[config.mk]
export PLATFORM = sky130hd
export DESIGN_NAME = usb_bus_monitor
export DESIGN_NICKNAME = d
export VERILOG_FILES = /design/src/rtl/usbmon_pkg.sv /design/src/rtl/usbmon_runlen.sv /design/src/rtl/usbmon_timebase.sv /design/src/rtl/usb_bus_monitor.sv
export SDC_FILE = /design/constraint.sdc
export NUM_CORES = 1
export LEC_CHECK = 0
export ABC_AREA = 1
export ABC_CLOCK_PERIOD_IN_PS = 1500
export BUFFER_PORTS_ARGS = -buffer_cell sky130_fd_sc_hd__buf_2
export CAP_MARGIN = 20
export CORE_ASPECT_RATIO = 0.5
export CORE_MARGIN = 5
export CORE_UTILIZATION = 35
export DETAILED_ROUTE_END_ITERATION = 10
export SETUP_SLACK_MARGIN = 0.4
export SYNTH_ARGS = -nofsm -noshare
export SYNTH_HDL_FRONTEND = slang
export SYNTH_SLANG_ARGS = --single-unit
[constraint.sdc]
create_clock -name clk -period 1.5 [get_ports clk]
set_clock_uncertainty 0.05 [all_clocks]
set_input_delay 0.3 -clock clk [delete_from_list [all_inputs] [get_ports clk]]
set_output_delay 0.3 -clock clk [all_outputs]
set_load 0.005 [all_outputs]
[src/rtl/usbmon_pkg.sv]
package usbmon_pkg;
  typedef enum logic [1:0] {
    BUS_IDLE   = 2'b00,
    BUS_RESET  = 2'b01,
    BUS_ACTIVE = 2'b10
  } bus_state_e;

  localparam logic [1:0] LINE_SE0 = 2'b00;
  localparam logic [1:0] LINE_J   = 2'b01;
  localparam logic [1:0] LINE_K   = 2'b10;
endpackage

[src/rtl/usbmon_runlen.sv]
// Counts consecutive cycles in which hit_i is high, saturating at LIMIT.
module usbmon_runlen #(
  parameter int LIMIT = 120
) (
  input  logic clk,
  input  logic rst_n,
  input  logic hit_i,
  output logic full_o
);
  localparam int CW = $clog2(LIMIT + 1);
  localparam logic [CW-1:0] LIM = CW'(LIMIT);

  logic [CW-1:0] cnt;

  assign full_o = (cnt == LIM);

  always_ff @(posedge clk) begin
    if (!rst_n)      cnt <= '0;
    else if (!hit_i) cnt <= '0;
    else if (!full_o) cnt <= cnt + CW'(1);
  end

  // the run count never passes its limit
  a_r3_run_bound: assert property (@(posedge clk) disable iff (!rst_n)
    cnt <= LIM);
  // a full run always ends on a hit sample
  a_r6_full_needs_hit: assert property (@(posedge clk) disable iff (!rst_n)
    full_o |-> $past(hit_i));
endmodule

[src/rtl/usbmon_timebase.sv]
// Free-running 100 us and 1 ms strobes derived from the clock frequency.
module usbmon_timebase #(
  parameter int CLK_KHZ = 48000
) (
  input  logic clk,
  input  logic rst_n,
  output logic tick_100us_o,
  output logic tick_1ms_o
);
  localparam int T100 = CLK_KHZ / 10;
  localparam int DW   = (T100 > 1) ? $clog2(T100) : 1;
  localparam logic [DW-1:0] DLAST = DW'(T100 - 1);

  logic [DW-1:0] div_q;
  logic [3:0]    deci_q;

  assign tick_100us_o = (div_q == DLAST);
  assign tick_1ms_o   = tick_100us_o && (deci_q == 4'd9);

  always_ff @(posedge clk) begin
    if (!rst_n) begin
      div_q  <= '0;
      deci_q <= '0;
    end else begin
      div_q <= tick_100us_o ? '0 : div_q + DW'(1);
      if (tick_100us_o) deci_q <= (deci_q == 4'd9) ? 4'd0 : deci_q + 4'd1;
    end
  end

  a_r10_ms_on_tick: assert property (@(posedge clk) disable iff (!rst_n)
    tick_1ms_o |-> tick_100us_o);
  a_r9_tick_single: assert property (@(posedge clk) disable iff (!rst_n)
    tick_100us_o |=> !tick_100us_o);
endmodule

[src/rtl/usb_bus_monitor.sv]
module usb_bus_monitor
  import usbmon_pkg::*;
#(
  parameter int CLK_KHZ = 48000
) (
  input  logic       clk,
  input  logic       rst_n,
  input  logic [1:0] line_state_i,
  input  logic       rx_active_i,
  output logic [1:0] bus_status_o,
  output logic       reset_pulse_o,
  output logic       suspend_o,
  output logic       tick_100us_o,
  output logic       tick_1ms_o
);
  localparam int RESET_CYC = CLK_KHZ * 25 / 10000;
  localparam int SUSP_CYC  = 3 * CLK_KHZ;

  logic       se0, kst, idle_s;
  logic       rst_qual, idle_qual;
  bus_state_e status_q;
  logic       pulse_q, susp_q;

  assign se0    = (line_state_i == LINE_SE0);
  assign kst    = (line_state_i == LINE_K);
  assign idle_s = (line_state_i == LINE_J) && !rx_active_i;

  usbmon_runlen #(.LIMIT(RESET_CYC)) u_se0_run (
    .clk(clk), .rst_n(rst_n), .hit_i(se0), .full_o(rst_qual));

  usbmon_runlen #(.LIMIT(SUSP_CYC)) u_idle_run (
    .clk(clk), .rst_n(rst_n), .hit_i(idle_s), .full_o(idle_qual));

  usbmon_timebase #(.CLK_KHZ(CLK_KHZ)) u_timebase (
    .clk(clk), .rst_n(rst_n),
    .tick_100us_o(tick_100us_o), .tick_1ms_o(tick_1ms_o));

  always_ff @(posedge clk) begin
    if (!rst_n) begin
      status_q <= BUS_IDLE;
      pulse_q  <= 1'b0;
      susp_q   <= 1'b0;
    end else begin
      pulse_q <= (status_q == BUS_RESET) && !se0;
      if (rst_qual && se0) status_q <= BUS_RESET;
      else if (idle_s)     status_q <= BUS_IDLE;
      else                 status_q <= BUS_ACTIVE;
      if (susp_q) begin
        if (kst || (rst_qual && se0)) susp_q <= 1'b0;
      end else if (idle_qual && idle_s) begin
        susp_q <= 1'b1;
      end
    end
  end

  assign bus_status_o  = status_q;
  assign reset_pulse_o = pulse_q;
  assign suspend_o     = susp_q;

  a_r1_status_legal: assert property (@(posedge clk) disable iff (!rst_n)
    bus_status_o != 2'b11);
  a_r2_reset_from_se0: assert property (@(posedge clk) disable iff (!rst_n)
    (bus_status_o == BUS_RESET) |-> $past(line_state_i == LINE_SE0));
  a_r4_pulse_single: assert property (@(posedge clk) disable iff (!rst_n)
    reset_pulse_o |=> !reset_pulse_o);
  a_r4_pulse_after_reset: assert property (@(posedge clk) disable iff (!rst_n)
    reset_pulse_o |-> ($past(bus_status_o) == BUS_RESET));
  a_r5_enter_from_idle: assert property (@(posedge clk) disable iff (!rst_n)
    $rose(suspend_o) |-> $past((line_state_i == LINE_J) && !rx_active_i));
  a_r7_resume_on_k: assert property (@(posedge clk) disable iff (!rst_n)
    (suspend_o && line_state_i == LINE_K) |=> !suspend_o);
endmodule

# == Word level (Yosys, flattened, before mapping) ==
# Index checks and enable logic that the tools add are counted.
# classes
n_reduce_logical,13
n_mux,6
n_eq_ne,7
addsub,4
n_bitwise,1
# ops
op,n
"adder 18 x 1 -> 18 bit, second input constant",1
"equality test 18 bit, second input constant",1
"adder 13 x 1 -> 13 bit, second input constant",1
"equality test 13 bit, second input constant",1
"adder 7 x 1 -> 7 bit, second input constant",1
"equality test 7 bit, second input constant",1
logical AND 1 bit,5
"adder 4 x 1 -> 4 bit, second input constant",1
"equality test 2 x 1 -> 1 bit, second input constant",2
"equality test 4 bit, second input constant",1
two-way mux 1 bit,4
two-way mux 4 bit,1
AND reduction 2 bit,2
OR reduction 2 bit,2
"equality test 2 bit, second input constant",1
zero test 1 bit,2
zero test 2 bit,1
two-way mux 2 bit,1
logical OR 1 bit,1
inverter 1 bit,1
# totals
inputBits,5
out_inout_bits,6
regBits,46

# == Logic depth before layout (Yosys ltp) ==
# depth
depth_word,5
mapped_depth,10
ltp_nobuf,10

# == Cells and area by module ==
# From an unflattened synthesis, not the netlist that was laid out.
# hier_totals
hier_cells,361
hier_area_um2,2482.4
# by_module_without_submodules
module,area_each_um2,cells_per_inst,instances,seq_area_each_um2
usbmon_runlen at u_idle_run,1051.0,154,1,360.3
usbmon_timebase,898.4,134,1,340.3
usbmon_runlen at u_se0_run,366.6,52,1,140.1
usb_bus_monitor,166.4,21,1,80.1

# == Worst setup path before layout ==
# Ideal clock, no wire load.
# synth_timing
path_type,reg2out
start,register u_timebase.div_q[0]
end,output tick_1ms_o
arrival_ns,1.053
path_buffers,0
stages_incl_launch_ff,8
slack_ns,0.097
cell_sequence,dfxtp_1 -> ha_1 -> nand2_2 -> inv_1 -> nand3_2 -> inv_1 -> nand2_1 -> nor3_1
# synth_between
elab_chain_cells,2
# synth_rtl
element,line,source
start: declaration,usbmon_timebase.sv:14,logic [DW-1:0] div_q;
start signal: assignment,usbmon_timebase.sv:25,div_q <= tick_100us_o ? '0 : div_q + DW'(1);
equality test 13 bit,usbmon_timebase.sv:17,assign tick_100us_o = (div_q == DLAST);
logical AND 1 bit,usbmon_timebase.sv:18,assign tick_1ms_o = tick_100us_o && (deci_q == 4'd9);
end: declaration,usb_bus_monitor.sv:14,output logic tick_1ms_o
# Every way passes these cells.

# == Worst setup path after layout ==
# layout_timing
start,register u_timebase.div_q[9]
end,output tick_1ms_o
# The elaborated chain is that of the path after synthesis.

==> metrics.md <==
| Metric | Value |
|---|---|
| Status | `finished with violations` |
| Failing checks | `setup timing` |
| Site Rows | `21` |
| WP data arrival | `1.32 ns` |
| Commonest non-fill, non-tap cell in the layout | `nand2_1` |
| Setup Crit Path Kind | `flip-flop to primary output` |
| Vias in the first global route | `2236` |
| CTS Sinks | `46` |
| Detailed Place HPWL | `3.683 mm` |
| # IOs | `11` |
| Xor and xnor area share after synthesis | `2.929%` |
| Maxcap violations | `0` |
| Most frequent cells in the layout | `nand2_1 (59), nor2_1 (43), inv_1 (37)` |
| H-Tree Depth | `2` |
| Die ar. | `0.008689 mm2` |
| Synthesized-area fraction occupied by and/or/nand/nor cells | `37.71%` |
| Synthesized flop and latch total | `46` |
| Initial drt markers | `163` |
| Seq/Total Area, Yosys | `38.49%` |
| Mapped cell area | `0.002392 mm2` |
| Largest net degree at the start of global routing | `14` |
| Worst-path fanout max | `3` |
| Pleak | `1.556 nW` |
| Final Cycle Share | `111.5%` |
| Pwr dens | `628.9 mW/mm2` |
| Worst-Margin Slew | `0.3559 ns` |
| Number of remaining DRC errors | `0` |
| Number of synthesized flops with an enable pin | `0` |
| CP cell instances | `nand2_1, nor2_1, nand2_1, inv_1, nand2_2, nor3_2, buf_2` |
| Net count, final | `437` |
| Slew HR | `76.22%` |
| Antenna Violating Nets Remaining | `0` |
| Area grow syn2layout | `59.89%` |
| Diodes inserted | `0` |
| Hold Vio Cnt, Final | `0` |
| Final wirelength | `6.601 mm` |
| WL/cell | `12.69 um` |
| Hold Crit Class | `primary input to flip-flop` |
| DR vias/cell | `4.700` |
| CTS tree | `yes` |
| Worst endpoint required time | `1.15 ns` |
| Peak VDD IR | `0.0005244 V` |
| Area of the multi-input gates | `0.001813 mm2` |
| Worst setup EP type | `primary output` |
| Maximum clock path buffer count | `2` |
| Startpoint types | `flip-flop` |
| Synth unique cells | `25` |
| Synth warnings | `0` |
| Total power draw | `2.405 mW` |
| Initial Util | `35.85%` |
| CP max stage delay | `0.41 ns` |
| Root Driver | `clkbuf_16` |
| Chip Height | `68.46 um` |
| Synth Area in Compound Gates | `8.368%` |
| Slew Viols, Final | `0` |
| Max Fclk | `597.8 MHz` |
| Post-synthesis mux area share | `0%` |
| Register area | `988.4 um2` |
| Global route hottest layer | `met2` |
| Synth Flop Type | `dfxtp_1` |
| Worst skew pair latency | `0.28 ns` |
| Most used cell, CP | `nand2_1` |
| Async set or reset register ratio after synthesis | `0%` |
| Worst setup margin | `-0.1729 ns` |
| GPL Wtd Cong | `0.7657` |
| Global-route usage over all layers | `14.41%` |
| Worst path slowest cell | `dfxtp_1` |
| Routing usage on met3 | `2.806%` |
| Adder-Cell Fraction of Synth Area | `2.615%` |
| DR pass1 iterations | `4` |
| Total number of vias | `2444` |
| First-pass GRT wire length | `9.956 mm` |
| Fillers | `567` |
| Mapped Cells | `360` |
| Tmin final | `1.673 ns` |
| Post-synthesis net count | `370` |
| Largest family of logic cells by synthesized area | `simple AND/OR/NAND/NOR gates` |
| RSZ-0062 raised after global routing | `true` |
| Die X | `126.9 um` |
| # setup viols final | `15` |
| Global-route track usage on met2 | `27.70%` |
| Port bufs | `10` |
| Core area | `0.006674 mm2` |
| Layout cells sized above 1 | `49.77%` |
| Clk slew on worst S/H paths | `0.06 ns` |
| Antenna violations before repair | `0` |
| CTS Buf Count | `5` |
| GR Util met1 | `16.29%` |
| Synth Area per Inst | `6.645 um2` |
| GRT overflow | `0` |
| Final core utilization | `57.31%` |
==> final timing paths <==
check | startpoint | to | slack, ns | cells after the start
worst min register to register | bus_status_o[1] | reset_pulse_o | 0.38 | 1
worst max register to register | u_timebase.div_q[5] | u_timebase.div_q[8] | -0.06 | 10
worst max-delay path | u_timebase.div_q[9] | tick_1ms_o | -0.17 | 7
worst min-delay path | rst_n | suspend_o | 0.28 | 3
==> critical path: cells and delay by family, from the launching register on <==
family	cells	cell delay (ns)
simple gates	5	0.43
buf+inv	2	0.21
flops	1	0.41
==> layout make-up <==
type                       instances  share of cell area [%]
clock buffer                       8                   3.566
sequential                        46                   25.84
multi-input combinational        256                   47.40
timing repair buffer              61                   13.94
inverter                          57                   6.248
tap                               92                   3.009
==> cells in the mapped netlist, types with 4 or more instances <==
cell      n  area, um2
nand2_1  80      300.3
o21ai_0  12      60.06
a21oi_1  19      95.09
ha_1      5      62.56
nor3_1    5      25.02
inv_2     6      22.52
nor2_2    8      50.05
nand4_1   4      25.02
a21oi_2   4      35.03
inv_1    51      191.4
nand2_2   4      25.02
xor2_1    6      52.55
nor2_1   61      229.0
dfxtp_1  46      920.9
nand3_1  32      160.2
==> flip-flops by register name, summed over array words and instances, names as in the netlist <==
signal,cells
bus_status_o,2
reset_pulse_o,1
suspend_o,1
u_idle_run.cnt,18
u_se0_run.cnt,7
u_timebase.deci_q,4
u_timebase.div_q,13
==> per-stage QoR <==
step	setup TNS (ns)	hold WS [ns]	setup WS [ns]	instance area, um2	instances
2_1_floorplan	0	0.3622	0.2108	2497	360
3_3_place_gp	0	0.3507	0.07129	2730	472
3_5_place_dp	0	0.3673	0.04871	2730	472
4_1_cts	-0.4695	0.2801	-0.1730	3428	507
5_1_grt	-1.856	0.2951	-0.3196	3825	520
6_report	-0.5281	0.2816	-0.1729	3825	520
==> repair_timing <==
action                                 CTS  global route
buffers inserted                        26            13
setup endpoints to repair               43            46
hold buffers                             0             0
gates cloned                             1             0
pin swaps                               51            41
endpoints found under the hold margin    0             0
gates resized for setup                114            74
==> power by group <==
part | internal [mW] | total (mW) | switching [mW] | leakage, nW
clock | 0.621 | 1.08 | 0.458 | 0.0652
combinational | 0.0438 | 0.105 | 0.0614 | 1.10
sequential | 1.21 | 1.22 | 0.0132 | 0.388
total | 1.87 | 2.41 | 0.532 | 1.56
==> logic make-up (layout without fill, tap and decap cells) <==
group,after synthesis,count (layout)
xor+xnor,8,8
fa+ha+maj,5,5
flops,46,46
compound gates,37,37
simple gates,205,206
buf+inv,59,126
==> metal layers <==
metal	routed length (um)	vias to the layer above
li1	-	1257
met1	2873	1144
met2	3508	31
met3	120	12
met4	99	0
met5	0	-
(Power assumes the default switching activity.)
